[config.mk]
export PLATFORM = sky130hd
export DESIGN_NAME = fx_tx_encoder
export DESIGN_NICKNAME = d
export VERILOG_FILES = /design/src/rtl/fxenc_pkg.sv /design/src/rtl/fxenc_nib_map.sv /design/src/rtl/fxenc_frame_seq.sv /design/src/rtl/fx_tx_encoder.sv
export SDC_FILE = /design/constraint.sdc
export NUM_CORES = 1
export LEC_CHECK = 0
export ABC_AREA = 1
export BUFFER_PORTS_ARGS = -buffer_cell sky130_fd_sc_hd__buf_2
export CORE_AREA = 2 2 39 41
export CTS_CLUSTER_SIZE = 30
export DETAILED_ROUTE_END_ITERATION = 10
export DIE_AREA = 0 0 41 43
export PLACE_DENSITY = 0.7
export SYNTH_ARGS = -nofsm -noshare
export SYNTH_HDL_FRONTEND = slang
export SYNTH_HIERARCHICAL = 1
export SYNTH_SLANG_ARGS = --single-unit
[constraint.sdc]
create_clock -name clk -period 2.46 [get_ports clk]
set_input_delay 0.246 -clock clk [delete_from_list [all_inputs] [get_ports clk]]
set_output_delay 0.246 -clock clk [all_outputs]
set_load 0.1 [all_outputs]
[src/rtl/fxenc_pkg.sv]
package fxenc_pkg;
  localparam int NIB_W  = 4;
  localparam int CODE_W = NIB_W + 1;

  typedef logic [CODE_W-1:0] code_t;
  typedef logic [NIB_W-1:0]  nib_t;

  localparam code_t SYM_IDLE = 5'b11111;
  localparam code_t SYM_J    = 5'b11000;
  localparam code_t SYM_K    = 5'b10001;
  localparam code_t SYM_T    = 5'b01101;
  localparam code_t SYM_R    = 5'b00111;
  localparam code_t SYM_H    = 5'b00100;

  typedef enum logic [1:0] {
    PH_IDLE,
    PH_SSD2,
    PH_BODY,
    PH_ESD2
  } phase_e;

  typedef enum logic [2:0] {
    SEL_IDLE,
    SEL_J,
    SEL_K,
    SEL_DATA,
    SEL_T,
    SEL_R,
    SEL_H
  } sel_e;
endpackage

[src/rtl/fxenc_nib_map.sv]
module fxenc_nib_map
  import fxenc_pkg::*;
(
  input  nib_t  nib,
  output code_t code
);
  always_comb begin
    unique case (nib)
      4'h0: code = 5'b11110;
      4'h1: code = 5'b01001;
      4'h2: code = 5'b10100;
      4'h3: code = 5'b10101;
      4'h4: code = 5'b01010;
      4'h5: code = 5'b01011;
      4'h6: code = 5'b01110;
      4'h7: code = 5'b01111;
      4'h8: code = 5'b10010;
      4'h9: code = 5'b10011;
      4'hA: code = 5'b10110;
      4'hB: code = 5'b10111;
      4'hC: code = 5'b11010;
      4'hD: code = 5'b11011;
      4'hE: code = 5'b11100;
      default: code = 5'b11101;
    endcase
  end
endmodule

[src/rtl/fxenc_frame_seq.sv]
module fxenc_frame_seq
  import fxenc_pkg::*;
(
  input  logic   clk,
  input  logic   rst,
  input  logic   tx_en,
  input  logic   tx_err,
  input  logic   raw_mode,
  output sel_e   sel,
  output phase_e phase
);
  phase_e phase_nx;

  always_comb begin
    phase_nx = phase;
    sel      = SEL_IDLE;
    unique case (phase)
      PH_IDLE: begin
        if (tx_en) begin
          sel      = SEL_J;
          phase_nx = PH_SSD2;
        end
      end
      PH_SSD2: begin
        sel      = SEL_K;
        phase_nx = PH_BODY;
      end
      PH_BODY: begin
        if (!tx_en) begin
          sel      = SEL_T;
          phase_nx = PH_ESD2;
        end else if (tx_err) begin
          sel = SEL_H;
        end else begin
          sel = SEL_DATA;
        end
      end
      default: begin
        sel      = SEL_R;
        phase_nx = PH_IDLE;
      end
    endcase
    if (raw_mode) phase_nx = PH_IDLE;
  end

  always_ff @(posedge clk) begin
    if (rst) phase <= PH_IDLE;
    else     phase <= phase_nx;
  end


  k_follows_j_chk: assert property (@(posedge clk) disable iff (rst)
    (phase == PH_SSD2 && !raw_mode) |=> (phase == PH_BODY));


  r_returns_idle_chk: assert property (@(posedge clk) disable iff (rst)
    (phase == PH_ESD2) |=> (phase == PH_IDLE));


  raw_parks_idle_chk: assert property (@(posedge clk) disable iff (rst)
    raw_mode |=> (phase == PH_IDLE));
endmodule

[src/rtl/fx_tx_encoder.sv]
module fx_tx_encoder
  import fxenc_pkg::*;
(
  input  logic       clk,
  input  logic       rst,
  input  logic       tx_en,
  input  logic       tx_err,
  input  logic [3:0] tx_nib,
  input  logic       raw_mode,
  output logic [4:0] code_out
);
  code_t  data_code;
  sel_e   sel;
  phase_e phase;
  code_t  code_nx;
  logic   raw_d;

  fxenc_nib_map u_map (
    .nib  (tx_nib),
    .code (data_code)
  );

  fxenc_frame_seq u_seq (
    .clk      (clk),
    .rst      (rst),
    .tx_en    (tx_en),
    .tx_err   (tx_err),
    .raw_mode (raw_mode),
    .sel      (sel),
    .phase    (phase)
  );

  always_comb begin
    unique case (sel)
      SEL_J:    code_nx = SYM_J;
      SEL_K:    code_nx = SYM_K;
      SEL_DATA: code_nx = data_code;
      SEL_T:    code_nx = SYM_T;
      SEL_R:    code_nx = SYM_R;
      SEL_H:    code_nx = SYM_H;
      default:  code_nx = SYM_IDLE;
    endcase
    if (raw_mode) code_nx = {tx_err, tx_nib};
  end

  always_ff @(posedge clk) begin
    if (rst) begin
      code_out <= SYM_IDLE;
      raw_d    <= 1'b0;
    end else begin
      code_out <= code_nx;
      raw_d    <= raw_mode;
    end
  end


  j_then_k_chk: assert property (@(posedge clk) disable iff (rst)
    (!raw_d && !raw_mode && code_out == SYM_J) |=> (code_out == SYM_K));


  t_then_r_chk: assert property (@(posedge clk) disable iff (rst)
    (!raw_d && !raw_mode && code_out == SYM_T) |=> (code_out == SYM_R));


  after_r_chk: assert property (@(posedge clk) disable iff (rst)
    (!raw_d && !raw_mode && code_out == SYM_R)
      |=> (code_out == SYM_IDLE || code_out == SYM_J));


  raw_pass_chk: assert property (@(posedge clk) disable iff (rst)
    raw_mode |=> (code_out == $past({tx_err, tx_nib})));


  err_sym_chk: assert property (@(posedge clk) disable iff (rst)
    (!raw_mode && tx_en && tx_err && phase == PH_BODY) |=> (code_out == SYM_H));


  idle_hold_chk: assert property (@(posedge clk) disable iff (rst)
    (!raw_mode && !tx_en && phase == PH_IDLE) |=> (code_out == SYM_IDLE));
endmodule

==> results.md, run 1 <==
* Final ANT Viol Nets at 0
* Number of buffers on the longest clock path at 2
* Post-cts resize count at 0
* # DRC at 0
* Power density cells at 558 nW/um^2
* Die Ht at 43 um
* Rows at 14
* Final hold slack at 253 ps
* CP max stage delay at 560 ps
* TritonCTS clock tree: done
* Final min period at 1780 ps
* Unrepaired setup endpoints after global routing: no
* Setup TNS at 0 ps
* Fraction of layout cells with a size suffix above 1 at 22.7%
* DIE WIDTH at 41 um
* Area delta synth->final at 19.0%
* Total wire length at 1120 um
* WS Path Type: reg -> reg
* Number of I/O port buffers at 13
* Worst endpoint data arrival time at 1920 ps
* Fmax at 563 MHz
* Clk slew on worst S/H paths at 50 ps
* Vias in the first global route at 503
* Status: finished clean
* Non-filler instance count after layout at 126
* Initial DRC count at 22
* Critical Path, Cell by Cell: inv_1 -> ha_1 -> a21oi_1 -> o21ai_0 -> nand2_1 -> inv_1 -> nand2_1 -> nand3_1 -> nand2_1
* DR WL met3 at 59 um
* Setup violations, final at 0
* Max_cap viols at 0
* First-pass DRT Iterations at 4
* Worst-skew pair later-pin latency at 250 ps
* Routability congestion estimate at 0.757
* Metal2 WL at 602 um
* Fin. Hold Viols at 0
* Setup crit start kind: flip-flop
* Total global-route track usage at 14.9%
* Peak fanout along the critical path at 7
* Largest net degree at the start of global routing at 10
* Vias per cell at 4.87
* Grt ovf at 0
* First-pass GRT wire length at 1810 um
* CTS Sinks at 7
* Buf/Inv on CP at 2
* Critical path's slowest cell: o21ai_0
* Highest Signal Layer: met3
* Num CTS Buffers at 3
* Root Driver: clkbuf_4
* Nets@finish at 124
* Total core area at 1380 um^2
* Cell Area, Synth at 559 um^2
* Post-synth cell types at 16
* Synth warn at 6
* CTS HTree Levels at 1
* Max VDD drop at 323 uV
* Crit. End Element: flip-flop
* Syn Inst Count at 94
* Placed cells at 122
* Most common cell after layout, fill and taps aside: nand2_1
* DPL Wire Length at 954 um
* Final count of pins violating max slew at 0
* Cell family with most CP delay: compound AO/OA/AOI/OAI gates
* CP required at 2600 ps
* I/O pin count at 14
* Initial Util at 40.4%
* # Post-CTS Setup Buffers at 0
* ANT cells at 0
* Worst Skew at 1.43 ps
* Most frequent cells in the layout: nand2_1 (29), buf_2 (13), inv_1 (12), nand3_1 (11)
* Cts-stage hold buffer count at 0
* Worst-Margin Slew at 701 ps
* Worst rel slew slack at 52.8%
* Hold Path Class: in -> reg
* Synthesized Nets at 107
* DR vias at 613
* Sequential share of the synthesized area at 25.1%
* P_leak at 0.357 nW
* Die ar. at 1760 um^2
* Period utilisation layout at 72.2%
* Avg Inst Size Synth at 5.95 um^2
* Per-cell routed wire length at 8.92 um
* Initial antenna violation count at 0
* Crit-path most repeated cell: nand2_1
* Synth Register Bits at 7
* M1 wire length at 462 um
[path summary, 6_finish.rpt]
kind / from / endpoint / slack, ps / cells past startpoint
worst max-delay path: u_seq/phase[0] / code_out[4] / 680 / 9
worst min-delay path: tx_err / code_out[4] / 250 / 3
worst max register to register: u_seq/phase[0] / code_out[4] / 680 / 9
worst min register to register: u_seq/phase[1] / u_seq/phase[1] / 570 / 2
[cell usage after synthesis]
cell type,number,share of area [%]
buf_4,1,1.3
nand3b_1,2,2.7
nor2_1,7,4.7
nand3_2,1,1.8
nand2_2,2,2.2
a21oi_1,7,6.3
nand3_1,11,9.8
buf_2,1,0.89
ha_1,4,8.9
nand2_1,29,19
o21ai_1,2,1.8
o21ai_0,3,2.7
a21oi_2,1,1.6
inv_1,12,8.1
inv_2,4,2.7
dfxtp_1,7,25
[final cells by class]
| type | instances | area, um^2 |
|---|---|---|
| well taps | 16 | 20.0 |
| multi-input cells | 69 | 347 |
| flip-flops and latches | 7 | 140 |
| clock buffers | 4 | 26.3 |
| fillers | 148 | 718 |
| repair buffers | 14 | 72.6 |
| inverters | 16 | 60.1 |
[stage by stage]
stage	instance area [um^2]	power [mW]	utilization [%]	worst slack, ps
2_1_floorplan	559	0.242	-	861
3_3_place_gp	639	0.271	46.2	744
3_5_place_dp	639	0.273	46.2	683
4_1_cts	666	0.379	48.1	678
5_1_grt	666	0.404	48.1	450
6_report	666	0.372	48.1	684
[flip-flops by register name (all words and copies together), names as in the netlist]
name,flops
code_out,5
u_seq/phase,2
[power breakdown]
group          internal (mW)  total (mW)  switching, mW  leakage (nW)
combinational         0.0381       0.144          0.106         0.284
clock                 0.0617       0.101         0.0397        0.0150
sequential             0.123       0.126        0.00354        0.0581
total                  0.222       0.372          0.149         0.357
[worst register-to-register path, stage by stage, from the launching register on]
cell,delay [ps]
dfxtp_1,330
inv_1,120
ha_1,240
a21oi_1,50
o21ai_0,560
nand2_1,140
inv_1,80
nand2_1,40
nand3_1,60
nand2_1,40
[layer usage]
layer	global-route usage [%]	up-vias
li1	-	328
met1	14.1	267
met2	28.1	18
met3	6.28	0
met4	2.00	0
met5	0	-
[cell families after synthesis]
family	count (synthesis)	synth area share (%)
buf+inv	18	13.0
simple gates	52	40.7
compound gates	13	12.3
flops	7	25.1
fa+ha+maj	4	8.95
Note: power is estimated with default switching activity, not from simulation.
==> run 2, diff against run 1 <==
- clock period: 2.46 -> 1.7 ns (I/O delays scaled with it)
==> run 2 against run 1 <==
Count of clock-buffer cells in the layout is the same. Routed wire length grew 2.0%. Power grew 47%. Sequential cell count is the same. Combinational power grew 47%. Fmax grew 21%. First-iteration DRC count shrank 36%. Cell area grew 1.1%. Hold slack lost 91 ps. Critical path type unchanged.
==> results.md, run 2 (synthesis gave the netlist of run 1 again) <==
* CTS Sinks at 7 (unchanged)
* Final min period at 1470 ps (-304 ps)
* CTS HTree Levels at 1 (unchanged)
* TritonCTS clock tree: done
* DR vias at 603 (-1.6%)
* Crit. End Element: flip-flop
* Biggest regs: code_out x5, u_seq/phase x2
* Part of the power in registers at 33.5% (-0.4 points)
* Non-filler instance count after layout at 127 (+0.79%)
* Rows at 14 (unchanged)
* Power density cells at 809 nW/um^2 (+45%)
* Fmax at 679 MHz (+21%)
* Combinational share of power at 39.0% (+0.2 points)
* Setup violations, final at 0 (unchanged)
* Die Ht at 43 um (unchanged)
* Design Area, Final at 673 um^2 (+1.1%)
* First-pass GRT wire length at 1940 um (+7.2%)
* Fin. Hold Viols at 0 (unchanged)
* Final count of pins violating max slew at 0 (unchanged)
* Worst rel slew slack at 67.9% (+15 points)
* Largest net degree at the start of global routing at 10 (unchanged)
* I/O pin count at 14 (unchanged)
* First-pass DRT Iterations at 4 (unchanged)
* Power share of the clock group at 27.5% (+0.2 points)
* Cts-stage hold buffer count at 0 (unchanged)
* Largest register FFs at 5 (unchanged)
* Vias in the first global route at 523 (+4.0%)
* Power Internal at 325 uW (+46%)
* Initial Util at 40.4% (unchanged)
* Fraction of layout cells with a size suffix above 1 at 23.4% (+0.70 points)
* Per-cell routed wire length at 9.03 um (+1.2%)
* Grt ovf at 0 (unchanged)
* DIE WIDTH at 41 um (unchanged)
* Area delta synth->final at 20.4%
* Status: finished clean
* Placed cells at 123 (+0.82%)
* Total global-route track usage at 15.7% (+0.73 points)
* CP required at 1840 ps (-760 ps)
* Initial DRC count at 14 (-36%)
* Post-cts resize count at 0 (unchanged)
* Num CTS Buffers at 3 (unchanged)
* Critical path's slowest cell: dfxtp_1
* Net Sw Power at 220 uW (+47%)
* Total wire length at 1150 um (+2.0%)
* Number of I/O port buffers at 13 (unchanged)
* Hold Path Class: in -> reg
* Worst-skew pair later-pin latency at 250 ps (about the same)
* Total core area at 1380 um^2 (unchanged)
* Number of buffers on the longest clock path at 2 (unchanged)
* # DRC at 0 (unchanged)
* Period utilisation layout at 86.6% (+14 points)
* Root Driver: clkbuf_4
* Final hold slack at 162 ps (-91.2 ps)
* WS Path Type: reg -> reg
* Routability congestion estimate at 0.745 (-1.5%)
* Worst Skew at 3.45 ps (+2.03 ps)
* Cell family with most CP delay: flip-flops
* Switching Share at 40.4% (+0.22 points)
* Most frequent cells in the layout: nand2_1 (29), buf_2 (13), inv_1 (12), nand3_1 (11)
* Vias per cell at 4.75 (-2.4%)
* Flop-to-flop setup slack at 230 ps (-460 ps)
* Setup crit start kind: flip-flop
* Peak fanout along the critical path at 7 (unchanged)
* DP Area at 647 um^2 (+1.2%)
* Initial antenna violation count at 0 (unchanged)
* CP max stage delay at 390 ps (-170 ps)
* Die ar. at 1760 um^2 (unchanged)
* DPL Wire Length at 940 um (-1.5%)
* P_leak at 0.362 nW (+1.4%)
* Buf/Inv on CP at 3 (+1)
* ANT cells at 0 (unchanged)
* Setup TNS at 0 ps (unchanged)
* Nets@finish at 125 (+0.81%)
* Clk slew on worst S/H paths at 50 ps (about the same)
* Unrepaired setup endpoints after global routing: no
* Worst endpoint data arrival time at 1610 ps (-310 ps)
* # Post-CTS Setup Buffers at 0 (unchanged)
* Worst-Margin Slew at 485 ps (-216 ps)
* Most common cell after layout, fill and taps aside: nand2_1
* Max VDD drop at 486 uV (+50%)
* Largest Register: code_out
* Crit-path most repeated cell: nand3_1
* Max_cap viols at 0 (unchanged)
* Final ANT Viol Nets at 0 (unchanged)
* Critical Path, Cell by Cell: inv_1 -> ha_1 -> a21oi_1 -> o21ai_0 -> buf_4 -> inv_2 -> nand3_1 -> nand3_1 -> nand2_1
[run 2: changes by cell type in the layout (fill, tap and decap cells not counted)]
| cell | change |
|---|---|
| buf_4 | +1 |
[run 2: through the flow]
stage               worst slack, ps  power (mW)  util [%]
finish                          228       0.545      48.6
global route                   88.0       0.587      48.6
CTS                             223       0.557      48.6
detailed placement              222       0.399      46.7
global placement                254       0.396      46.7
floorplan                       101       0.350         -
[run 2: cell type report]
cell class              instances  area [um^2]
inverters                      16         60.1
flip-flops and latches          7          140
well taps                      16         20.0
repair buffers                 15         80.1
fillers                       143          711
clock buffers                   4         26.3
multi-input cells              69          347
[run 2: path summary, 6_finish.rpt]
kind                  start              to  cells after the start
max          u_seq/phase[1]     code_out[0]                      9
min                  tx_err     code_out[4]                      3
max reg2reg  u_seq/phase[1]     code_out[0]                      9
min reg2reg  u_seq/phase[1]  u_seq/phase[1]                      2
[run 2: worst reg2reg max path, cell delays in order (launching register included)]
cell and delay (ps):
dfxtp_1 390, inv_1 90, ha_1 230, a21oi_1 130
o21ai_0 80, buf_4 160, inv_2 70, nand3_1 60
nand3_1 90, nand2_1 50
[run 2: layer usage]
metal | wire (um) | vias to the layer above | track usage [%] | share of wire, %
met1 | 506 | 264 | 18.1 | 44
met4 | 0 | 0 | 2.00 | 0
met5 | 0 | - | 0 | 0
li1 | - | 328 | - | -
met3 | 52 | 0 | 6.28 | 4.5
met2 | 589 | 11 | 26.6 | 51
[run 2: power groups by stage]
stage / sequential, mW / combinational [mW] / clock, mW
final: 0.182 / 0.212 / 0.150
after CTS: 0.183 / 0.213 / 0.161
after floorplan: 0.259 / 0.0915 / 0
after global routing: 0.184 / 0.232 / 0.170
after detailed placement: 0.186 / 0.213 / 0
after global placement: 0.186 / 0.210 / 0
==> run 3, diff against run 2 <==
- SLEW_MARGIN: not set -> 5
- clock period: 1.7 -> 1.9 ns (I/O delays scaled with it)
==> run 3 against run 2 <==
Sequential power down 10%. Cell area did not move. Cell count unchanged. Core utilization is the same. Setup slack better by 220 ps. Highest routed layer unchanged.
==> results.md, run 3 (synthesis gave the netlist of run 1 again) <==
* Clk slew on worst S/H paths at 50 ps (about the same)
* Fraction of layout cells with a size suffix above 1 at 23.4% (unchanged)
* Setup crit start kind: flip-flop
* DP Area at 647 um^2 (unchanged)
* Largest register FFs at 5 (unchanged)
* Cts-stage hold buffer count at 0 (unchanged)
* Most frequent cells in the layout: nand2_1 (29), buf_2 (13), inv_1 (12), nand3_1 (11)
* Peak fanout along the critical path at 7 (unchanged)
* Largest net degree at the start of global routing at 10 (unchanged)
* I/O pin count at 14 (unchanged)
* Largest Register: code_out
* Area delta synth->final at 20.4% (unchanged)
* Grt ovf at 0 (unchanged)
* Placement Setup Slack at 440 ps (+218 ps)
* Most common cell after layout, fill and taps aside: nand2_1
* Vias in the first global route at 499 (-4.6%)
* Worst-skew pair later-pin latency at 250 ps (about the same)
* P_leak at 0.362 nW (unchanged)
* Buf/Inv on CP at 3 (unchanged)
* WS Path Type: reg -> reg
* Hold Path Class: in -> reg
* Final ANT Viol Nets at 0 (unchanged)
* Root Driver: clkbuf_4
* Worst rel slew slack at 68.0% (+0.081 points)
* Crit-path most repeated cell: nand3_1
* TritonCTS clock tree: done
* Total wire length at 1120 um (-2.0%)
* Final min period at 1450 ps (-24.0 ps)
* Rows at 14 (unchanged)
* Reg2Reg Depth at 9 (unchanged)
* Unrepaired setup endpoints after global routing: no
* Initial Util at 40.4% (unchanged)
* DIE WIDTH at 41 um (unchanged)
* Worst endpoint data arrival time at 1590 ps (-20 ps)
* Fin. Hold Viols at 0 (unchanged)
* # Post-CTS Setup Buffers at 0 (unchanged)
* Cell family with most CP delay: flip-flops
* Fin worst setup slack at 452 ps (+224 ps)
* Crit. End Element: flip-flop
* CTS Sinks at 7 (unchanged)
* Final core utilization at 48.6% (unchanged)
* CP max stage delay at 400 ps (about the same)
* Worst-Margin Slew at 484 ps (-1.23 ps)
* First-pass GRT wire length at 1860 um (-3.9%)
* ANT cells at 0 (unchanged)
* Die ar. at 1760 um^2 (unchanged)
* Critical Path, Cell by Cell: inv_1 -> ha_1 -> a21oi_1 -> o21ai_0 -> buf_4 -> inv_2 -> nand3_1 -> nand3_1 -> nand2_1
* Total core area at 1380 um^2 (unchanged)
* Num CTS Buffers at 3 (unchanged)
* Design Area, Final at 673 um^2 (unchanged)
* Biggest regs: code_out x5, u_seq/phase x2
* Period utilisation layout at 76.2% (-10 points)
* CTS HTree Levels at 1 (unchanged)
* Final hold slack at 192 ps (+30.3 ps)
* Vias per cell at 4.65 (-2.0%)
* Die Ht at 43 um (unchanged)
* Total global-route track usage at 15.2% (-0.50 points)
* Nets@finish at 125 (unchanged)
* Initial antenna violation count at 0 (unchanged)
* Max_cap viols at 0 (unchanged)
* Routability congestion estimate at 0.745 (unchanged)
* Critical path's slowest cell: dfxtp_1
* Initial DRC count at 15 (+1)
* Status: finished clean
* Number of I/O port buffers at 13 (unchanged)
* CP Depth at 9 (unchanged)
* Cells on Worst Hold Path at 3 (unchanged)
* DPL Wire Length at 921 um (-2.0%)
* First-pass DRT Iterations at 4 (unchanged)
* Max VDD drop at 488 uV (+0.41%)
* Post-cts resize count at 0 (unchanged)
* Setup violations, final at 0 (unchanged)
* Per-cell routed wire length at 8.85 um (-2.0%)
* Fmax at 691 MHz (+1.7%)
* DR vias at 591 (-2.0%)
* Final count of pins violating max slew at 0 (unchanged)
* CP required at 2050 ps (+210 ps)
* Number of buffers on the longest clock path at 2 (unchanged)
* Power density cells at 724 nW/um^2 (-11%)
* Worst Skew at 3.23 ps (-0.219 ps)
* Setup TNS at 0 ps (unchanged)
* # DRC at 0 (unchanged)
[run 3: cell counts in the layout (fill, tap and decap cells not counted)]
No cell type changed its count.
[run 3: worst reg2reg max path, stage by stage (launching register included)]
cell and delay (ps):
dfxtp_1 400, inv_1 90, ha_1 230, a21oi_1 120, o21ai_0 80, buf_4 160
inv_2 70, nand3_1 60, nand3_1 90, nand2_1 50
[run 3: power by group]
group          switching, mW  internal (mW)  leakage, nW
clock                 0.0553         0.0802       0.0150
combinational          0.137         0.0519        0.289
sequential           0.00457          0.159       0.0581
total                  0.196          0.291        0.362
[run 3: layer usage]
metal	GRT usage [%]	vias to the layer above	part of all wire [%]
met5	0	-	0
met4	2.00	0	0
met3	6.28	0	5.3
met2	25.9	15	52
met1	17.1	248	43
li1	-	328	-
[run 3: through the flow]
step | cells | total power, mW
finish | 127 | 0.487
global route | 127 | 0.522
CTS | 127 | 0.495
detailed placement | 123 | 0.355
global placement | 123 | 0.354
floorplan | 94 | 0.313
[run 3: cell type report]
| cell class | instances | area, um^2 |
|---|---|---|
| clock buffers | 4 | 26.3 |
| fillers | 140 | 711 |
| inverters | 16 | 60.1 |
| multi-input cells | 69 | 347 |
| flip-flops and latches | 7 | 140 |
| well taps | 16 | 20.0 |
| repair buffers | 15 | 80.1 |
[run 3: worst paths after layout]
kind	startpoint	endpoint	slack, ps
setup / recovery	u_seq/phase[1]	code_out[0]	450
hold / removal	tx_err	code_out[4]	190
setup reg to reg	u_seq/phase[1]	code_out[0]	450
hold reg to reg	u_seq/phase[1]	u_seq/phase[1]	560
